<file path="src/rtl/spi_pos_pkg.sv">
package spi_pos_pkg;

    localparam int POS_W   = 20;
    localparam int FRAME_W = 16;
    localparam int HALF_W  = POS_W / 2;
    localparam int SEG_W   = HALF_W / 2;
    localparam int CNT_W   = $clog2(FRAME_W + 1);

    // One serial word as it appears on the wire, MSB first
    typedef struct packed {
        logic             is_upper;
        logic             abs_mode;
        logic [SEG_W-1:0] seg_a;
        logic             par_a;
        logic [SEG_W-1:0] seg_b;
        logic [1:0]       spare;
        logic             par_b;
    } frame_t;

    // Synchronized pin level with edge strobes
    typedef struct packed {
        logic lvl;
        logic rise;
        logic fall;
    } pin_ev_t;

    // Captured sample shared by both halves
    typedef struct packed {
        logic             abs_mode;
        logic [POS_W-1:0] pos;
    } sample_t;

    function automatic frame_t build_frame(input logic upper, input sample_t s);
        frame_t           f;
        logic [HALF_W-1:0] part;
        part       = upper ? s.pos[POS_W-1:HALF_W] : s.pos[HALF_W-1:0];
        f.is_upper = upper;
        f.abs_mode = s.abs_mode;
        f.seg_a    = part[HALF_W-1:SEG_W];
        f.seg_b    = part[SEG_W-1:0];
        f.spare    = 2'b00;
        f.par_a    = ^{f.is_upper, f.abs_mode, f.seg_a};
        f.par_b    = ^{f.seg_b, f.spare};
        return f;
    endfunction

endpackage

</file>
<file path="src/rtl/spi_pin_sync.sv">
module spi_pin_sync
    import spi_pos_pkg::*;
#(
    parameter int   STAGES  = 2,
    parameter logic RST_VAL = 1'b0
) (
    input  logic    clk_i,
    input  logic    rst_i,
    input  logic    pin_i,
    output pin_ev_t ev_o
);
    logic [STAGES-1:0] chain_q;
    logic              prev_q;

    always_ff @(posedge clk_i) begin
        if (rst_i) begin
            chain_q <= {STAGES{RST_VAL}};
            prev_q  <= RST_VAL;
        end else begin
            chain_q <= {chain_q[STAGES-2:0], pin_i};
            prev_q  <= chain_q[STAGES-1];
        end
    end

    always_comb begin
        ev_o.lvl  = prev_q;
        ev_o.rise = chain_q[STAGES-1] & ~prev_q;
        ev_o.fall = ~chain_q[STAGES-1] & prev_q;
    end

    assert_edges_exclusive_R1: assert property (@(posedge clk_i) disable iff (rst_i)
        !(ev_o.rise && ev_o.fall));

endmodule

</file>
<file path="src/rtl/spi_frame_ctrl.sv">
module spi_frame_ctrl
    import spi_pos_pkg::*;
(
    input  logic             clk_i,
    input  logic             rst_i,
    input  pin_ev_t          cs_ev_i,
    input  pin_ev_t          sclk_ev_i,
    input  logic [POS_W-1:0] pos_i,
    input  logic             abs_mode_i,
    output logic             load_o,
    output frame_t           frame_o,
    output logic             active_o
);
    logic              expect_upper_q;
    logic              active_q;
    logic [CNT_W-1:0]  bit_cnt_q;
    sample_t           snap_q;
    sample_t           live;
    sample_t           chosen;
    logic              full_frame;

    assign live.pos      = pos_i;
    assign live.abs_mode = abs_mode_i;
    assign chosen        = expect_upper_q ? live : snap_q;
    assign full_frame    = (bit_cnt_q == CNT_W'(FRAME_W));

    always_ff @(posedge clk_i) begin
        if (rst_i) begin
            expect_upper_q <= 1'b1;
            active_q       <= 1'b0;
            bit_cnt_q      <= '0;
            snap_q         <= '0;
        end else begin
            if (cs_ev_i.fall) begin
                active_q  <= 1'b1;
                bit_cnt_q <= '0;
                if (expect_upper_q) snap_q <= live;
            end else if (cs_ev_i.rise) begin
                active_q       <= 1'b0;
                expect_upper_q <= (active_q && full_frame) ? ~expect_upper_q : 1'b1;
            end else if (active_q && sclk_ev_i.rise && !full_frame) begin
                bit_cnt_q <= bit_cnt_q + 1'b1;
            end
        end
    end

    assign load_o   = cs_ev_i.fall;
    assign frame_o  = build_frame(expect_upper_q, chosen);
    assign active_o = active_q;

    assert_bitcnt_bound_R1: assert property (@(posedge clk_i) disable iff (rst_i)
        bit_cnt_q <= CNT_W'(FRAME_W));

    assert_upper_to_lower_R2: assert property (@(posedge clk_i) disable iff (rst_i)
        (cs_ev_i.rise && active_q && full_frame && expect_upper_q) |=> !expect_upper_q);

    assert_lower_to_upper_R2: assert property (@(posedge clk_i) disable iff (rst_i)
        (cs_ev_i.rise && active_q && full_frame && !expect_upper_q) |=> expect_upper_q);

    assert_abort_restart_R7: assert property (@(posedge clk_i) disable iff (rst_i)
        (cs_ev_i.rise && !full_frame) |=> expect_upper_q);

    assert_snapshot_hold_R6: assert property (@(posedge clk_i) disable iff (rst_i)
        (!expect_upper_q && !cs_ev_i.fall) |=> $stable(snap_q));

endmodule

</file>
<file path="src/rtl/spi_tx_shifter.sv">
module spi_tx_shifter
    import spi_pos_pkg::*;
(
    input  logic    clk_i,
    input  logic    rst_i,
    input  logic    load_i,
    input  frame_t  frame_i,
    input  pin_ev_t cs_ev_i,
    input  pin_ev_t sclk_ev_i,
    output logic    miso_o,
    output logic    oe_o
);
    logic [FRAME_W-1:0] shreg_q;
    logic               oe_q;

    always_ff @(posedge clk_i) begin
        if (rst_i) begin
            shreg_q <= '0;
            oe_q    <= 1'b0;
        end else if (load_i) begin
            shreg_q <= frame_i;
            oe_q    <= 1'b1;
        end else if (cs_ev_i.rise) begin
            shreg_q <= '0;
            oe_q    <= 1'b0;
        end else if (oe_q && sclk_ev_i.fall) begin
            shreg_q <= {shreg_q[FRAME_W-2:0], 1'b0};
        end
    end

    assign miso_o = shreg_q[FRAME_W-1] & oe_q;
    assign oe_o   = oe_q;

    always @(posedge clk_i) begin
        if (!rst_i && load_i) begin
            assert_parity_even_R5: assert ((^frame_i[15:8]) == 1'b0 && (^frame_i[7:0]) == 1'b0);
        end
    end

endmodule

</file>
<file path="src/rtl/spi_pos_readout.sv">
module spi_pos_readout
    import spi_pos_pkg::*;
#(
    parameter int SYNC_STAGES = 2
) (
    input  logic             clk_i,
    input  logic             rst_i,
    input  logic             cs_n_i,
    input  logic             sclk_i,
    input  logic [POS_W-1:0] pos_i,
    input  logic             abs_mode_i,
    output logic             miso_o,
    output logic             miso_oe_o
);
    localparam int         NPINS    = 2;
    localparam logic [1:0] PIN_IDLE = 2'b01; // [0] chip select idles high, [1] clock idles low

    logic [NPINS-1:0] raw_pins;
    pin_ev_t          ev [NPINS];
    logic             load;
    frame_t           frame;
    logic             active;

    assign raw_pins = {sclk_i, cs_n_i};

    for (genvar i = 0; i < NPINS; i++) begin : g_sync
        spi_pin_sync #(
            .STAGES  (SYNC_STAGES),
            .RST_VAL (PIN_IDLE[i])
        ) u_sync (
            .clk_i (clk_i),
            .rst_i (rst_i),
            .pin_i (raw_pins[i]),
            .ev_o  (ev[i])
        );
    end

    spi_frame_ctrl u_ctrl (
        .clk_i      (clk_i),
        .rst_i      (rst_i),
        .cs_ev_i    (ev[0]),
        .sclk_ev_i  (ev[1]),
        .pos_i      (pos_i),
        .abs_mode_i (abs_mode_i),
        .load_o     (load),
        .frame_o    (frame),
        .active_o   (active)
    );

    spi_tx_shifter u_tx (
        .clk_i     (clk_i),
        .rst_i     (rst_i),
        .load_i    (load),
        .frame_i   (frame),
        .cs_ev_i   (ev[0]),
        .sclk_ev_i (ev[1]),
        .miso_o    (miso_o),
        .oe_o      (miso_oe_o)
    );

    assert_oe_tracks_frame_R8: assert property (@(posedge clk_i) disable iff (rst_i)
        miso_oe_o == active);

    assert_idle_quiet_R8: assert property (@(posedge clk_i) disable iff (rst_i)
        !miso_oe_o |-> !miso_o);

endmodule

</file>
<file path="config.mk">
export PLATFORM = sky130hd
export DESIGN_NAME = spi_pos_readout
export DESIGN_NICKNAME = d
export VERILOG_FILES = /design/src/rtl/spi_pos_pkg.sv /design/src/rtl/spi_pin_sync.sv /design/src/rtl/spi_frame_ctrl.sv /design/src/rtl/spi_tx_shifter.sv /design/src/rtl/spi_pos_readout.sv
export SDC_FILE = /design/constraint.sdc
export NUM_CORES = 1
export LEC_CHECK = 0
export ABC_CLOCK_PERIOD_IN_PS = 1800
export BUFFER_PORTS_ARGS = -buffer_cell sky130_fd_sc_hd__buf_2
export CAP_MARGIN = 10
export CELL_PAD_IN_SITES_DETAIL_PLACEMENT = 2
export CELL_PAD_IN_SITES_GLOBAL_PLACEMENT = 2
export CORE_MARGIN = 4
export CORE_UTILIZATION = 34
export CTS_CLUSTER_SIZE = 30
export DETAILED_ROUTE_END_ITERATION = 8
export PLACE_DENSITY = 0.79
export REMOVE_ABC_BUFFERS = 1
export SETUP_SLACK_MARGIN = 0.05
export SYNTH_ARGS = -nofsm -noshare
export SYNTH_HDL_FRONTEND = slang
export SYNTH_SLANG_ARGS = --single-unit
</file>
<file path="constraint.sdc">
create_clock -name clk_i -period 1.8 [get_ports clk_i]
set_input_delay 0.09 -clock clk_i [delete_from_list [all_inputs] [get_ports clk_i]]
set_output_delay 0.09 -clock clk_i [all_outputs]
set_load 0.05 [all_outputs]
</file>
==> metrics.md <==
| Metric | Value |
|---|---|
| Seq/Total Area, Yosys | 39.95% |
| Main synth FF type | dfxtp_1 |
| Critical path, cell by cell | inv_1, ha_1, nor2_4, nand2_2, nor2_1, a211oi_2 |
| Slew headroom | 63.86% |
| Synth top area cells | dfxtp_1, nand2_1, mux2_2 |
| Top-area cell type share of the netlist area | 39.95% |
| Worst hold margin | 4.136 ps |
| CTS max path bufs | 2 |
| P per Cell Area | 820.1 nW/um^2 |
| Post-Syn Area | 2004 um^2 |
| CTS H-tree depth | 2 |
| CP arrival | 1760 ps |
| FP Rows | 27 |
| Share of layout cells above drive strength 1 | 26.10% |
| Hold Fails Final Rpt | 0 |
| Post-synth EDFFs | 0 |
| Ys Warns | 0 |
| Iteration-0 DRC Markers | 35 |
| Worst-margin pin slew | 542.1 ps |
| Post-CTS setup buffers | 0 |
| Via Count | 1593 |
| P_leak | 0.0009649 uW |
| Flops & latches, synth | 40 |
| Chip Height | 84.78 um |
| Status | completed |
| Detailed Route WL | 5050 um |
| Post-Synthesis Mean Instance Area | 9.029 um^2 |
| Post-synth ARST share | 0% |
| Clk_lat worst skew | 290 ps |
| Post-cts sizing count | 0 |
| Max Fanout on Critical Path | 13 |
| Setup WS post-layout | 205.3 ps |
| TritonCTS clock tree | done |
| Port buffer count | 26 |
| Dominant cell type by area after synthesis | dfxtp_1 |
| Post-Synthesis Cells | 222 |
| Synth top cells by count | dfxtp_1, nand2_1, nor2_1 |
| Initial antenna violation count | 0 |
| Die X | 84.78 um |
| Vias/cell | 4.963 |
| Critical path class | flip-flop to flip-flop |
| Clk_skew | 7.241 ps |
| Critical path's top delay family | simple AND/OR/NAND/NOR gates |
| Worst setup SP type | flip-flop |
| Total CTS buffers | 5 |
| RSZ-0062 raised after global routing | no |
| Worst IR Drop VDD | 0.3256 mV |
| TritonRoute pass-1 iters | 3 |
| Final-stage net count | 278 |
| Core Util, Final | 41.01% |
| Hold path depth | 2 |
| Hold Crit Class | primary input to flip-flop |
| Vias in the first global route | 1750 |
| Reg clk slew, reported paths | 80 ps |
| Cts hold-fix bufs | 1 |
| Detail Route Antenna Nets | 0 |
| Tcrit/Tclk final | 88.60% |
| Wire per inst | 15.73 um |
| DIE AREA | 7188 um^2 |
| Slowest cell delay on critical path | 380 ps |
| DRC errors left | 0 |
| Final min period | 1595 ps |
| Global-route wire length before repair | 8694 um |
| Fill cells | 665 |
| Distinct cell type count after synthesis | 35 |
| Data required, critical path | 1960 ps |
| Maxcap violations | 0 |
| Critical path depth | 6 |
| Gpl congestion | 0.7549 |
| GRT overflow | 0 |
| Num Clock Sinks | 40 |
| Critical path buffer and inverter count | 1 |
| Crit. End Element | flip-flop |
| Core area | 5608 um^2 |
| Clock tree root driver cell | clkbuf_8 |
| GRT Total Usage | 15.27% |
| CP max stage cell | dfxtp_1 |
| Area Overhead vs Synth | 14.73% |
| Starting Density | 35.74% |
| R2R depth | 6 |
| Endpoints failing setup | 0 |
| Placed cells | 312 |
| Ports | 27 |
| Final TNS setup | 0 ps |
| DP HPWL | 3671 um |
| Max Slew Vio Count | 0 |
| Ant diodes | 0 |
| Largest net degree at the start of global routing | 30 |
| Most common cell in the netlist | dfxtp_1 |
| FMAX | 627.1 MHz |
| Non-filler cells, final | 321 |
| Dpl ws | 222.9 ps |
stage by stage:
step	power, uW	instance area [um^2]
finish	1886	2300
global route	1993	2300
CTS	1915	2300
detailed placement	1179	2182
global placement	1167	2182
floorplan	1087	1909
cell usage in the layout (no fill, tap or decap), types with 2 or more instances in the layout:
| cell type | instances |
|---|---|
| dfxtp_1 | 40 |
| nand2_1 | 33 |
| buf_2 | 26 |
| nor2_1 | 23 |
| o21ai_0 | 13 |
| xnor2_1 | 12 |
| a21oi_1 | 12 |
| mux2_2 | 10 |
| mux2i_1 | 8 |
| a211oi_1 | 8 |
| xor2_1 | 7 |
| buf_4 | 7 |
| inv_1 | 5 |
| ha_1 | 5 |
| clkbuf_8 | 5 |
| a211oi_2 | 4 |
| or2_2 | 3 |
| nor2b_1 | 3 |
| nand4_1 | 3 |
| nor2_4 | 2 |
| o21ai_1 | 2 |
| nand2b_1 | 2 |
cell families (layout without fill, tap and decap cells):
logic type      count (synthesis)  after routing  share of synthesized area, %
simple gates                   79             79                         20.23
compound gates                 40             40                         12.55
flops                          40             40                         39.95
buf+inv                        20             47                         5.680
xor+xnor                       19             19                         8.302
mux                            19             19                         10.18
fa+ha+maj                       5              5                         3.121
power by group:
group | switching [uW] | internal (uW) | leakage [uW]
combinational | 115 | 101 | 0.000584
sequential | 22.1 | 919 | 0.000326
clock | 317 | 412 | 0.0000552
flip-flops by register name (all words and copies together) (netlist names):
name,flops
u_tx.shreg_q,16
g_sync.u_sync.chain_q,4
u_tx.oe_o,1
u_ctrl.snap_q,11
u_ctrl.expect_upper_q,1
g_sync.u_sync.prev_q,2
u_ctrl.bit_cnt_q,5
metal layers:
| layer | routed length, um | share of wire [%] | vias up | global-route usage, % |
|---|---|---|---|---|
| met4 | 59 | 1.2 | 0 | 4.604 |
| li1 | - | - | 792 | - |
| met1 | 2213 | 44 | 773 | 18.11 |
| met5 | 0 | 0 | - | 0 |
| met3 | 164 | 3.2 | 8 | 3.238 |
| met2 | 2612 | 52 | 20 | 27.40 |
final cells by class:
type	instances	area, um^2	area share (%)
clock inverters	2	35.03	1.523
repair buffers	34	192.7	8.379
clock buffers	6	72.57	3.156
inverters	5	18.77	0.8161
well taps	72	90.09	3.917
multi-input cells	162	1090	47.39
flip-flops and latches	40	800.8	34.82
final timing paths:
kind / start / endpoint / slack [ps]
max: g_sync[0].u_sync.chain_q[1] / u_tx.shreg_q[14] / 210
min reg2reg: g_sync[0].u_sync.chain_q[0] / g_sync[0].u_sync.chain_q[1] / 440
min: sclk_i / g_sync[1].u_sync.chain_q[0] / 4
max reg2reg: g_sync[0].u_sync.chain_q[1] / u_tx.shreg_q[14] / 210
Power figures use the tool's default switching activity.
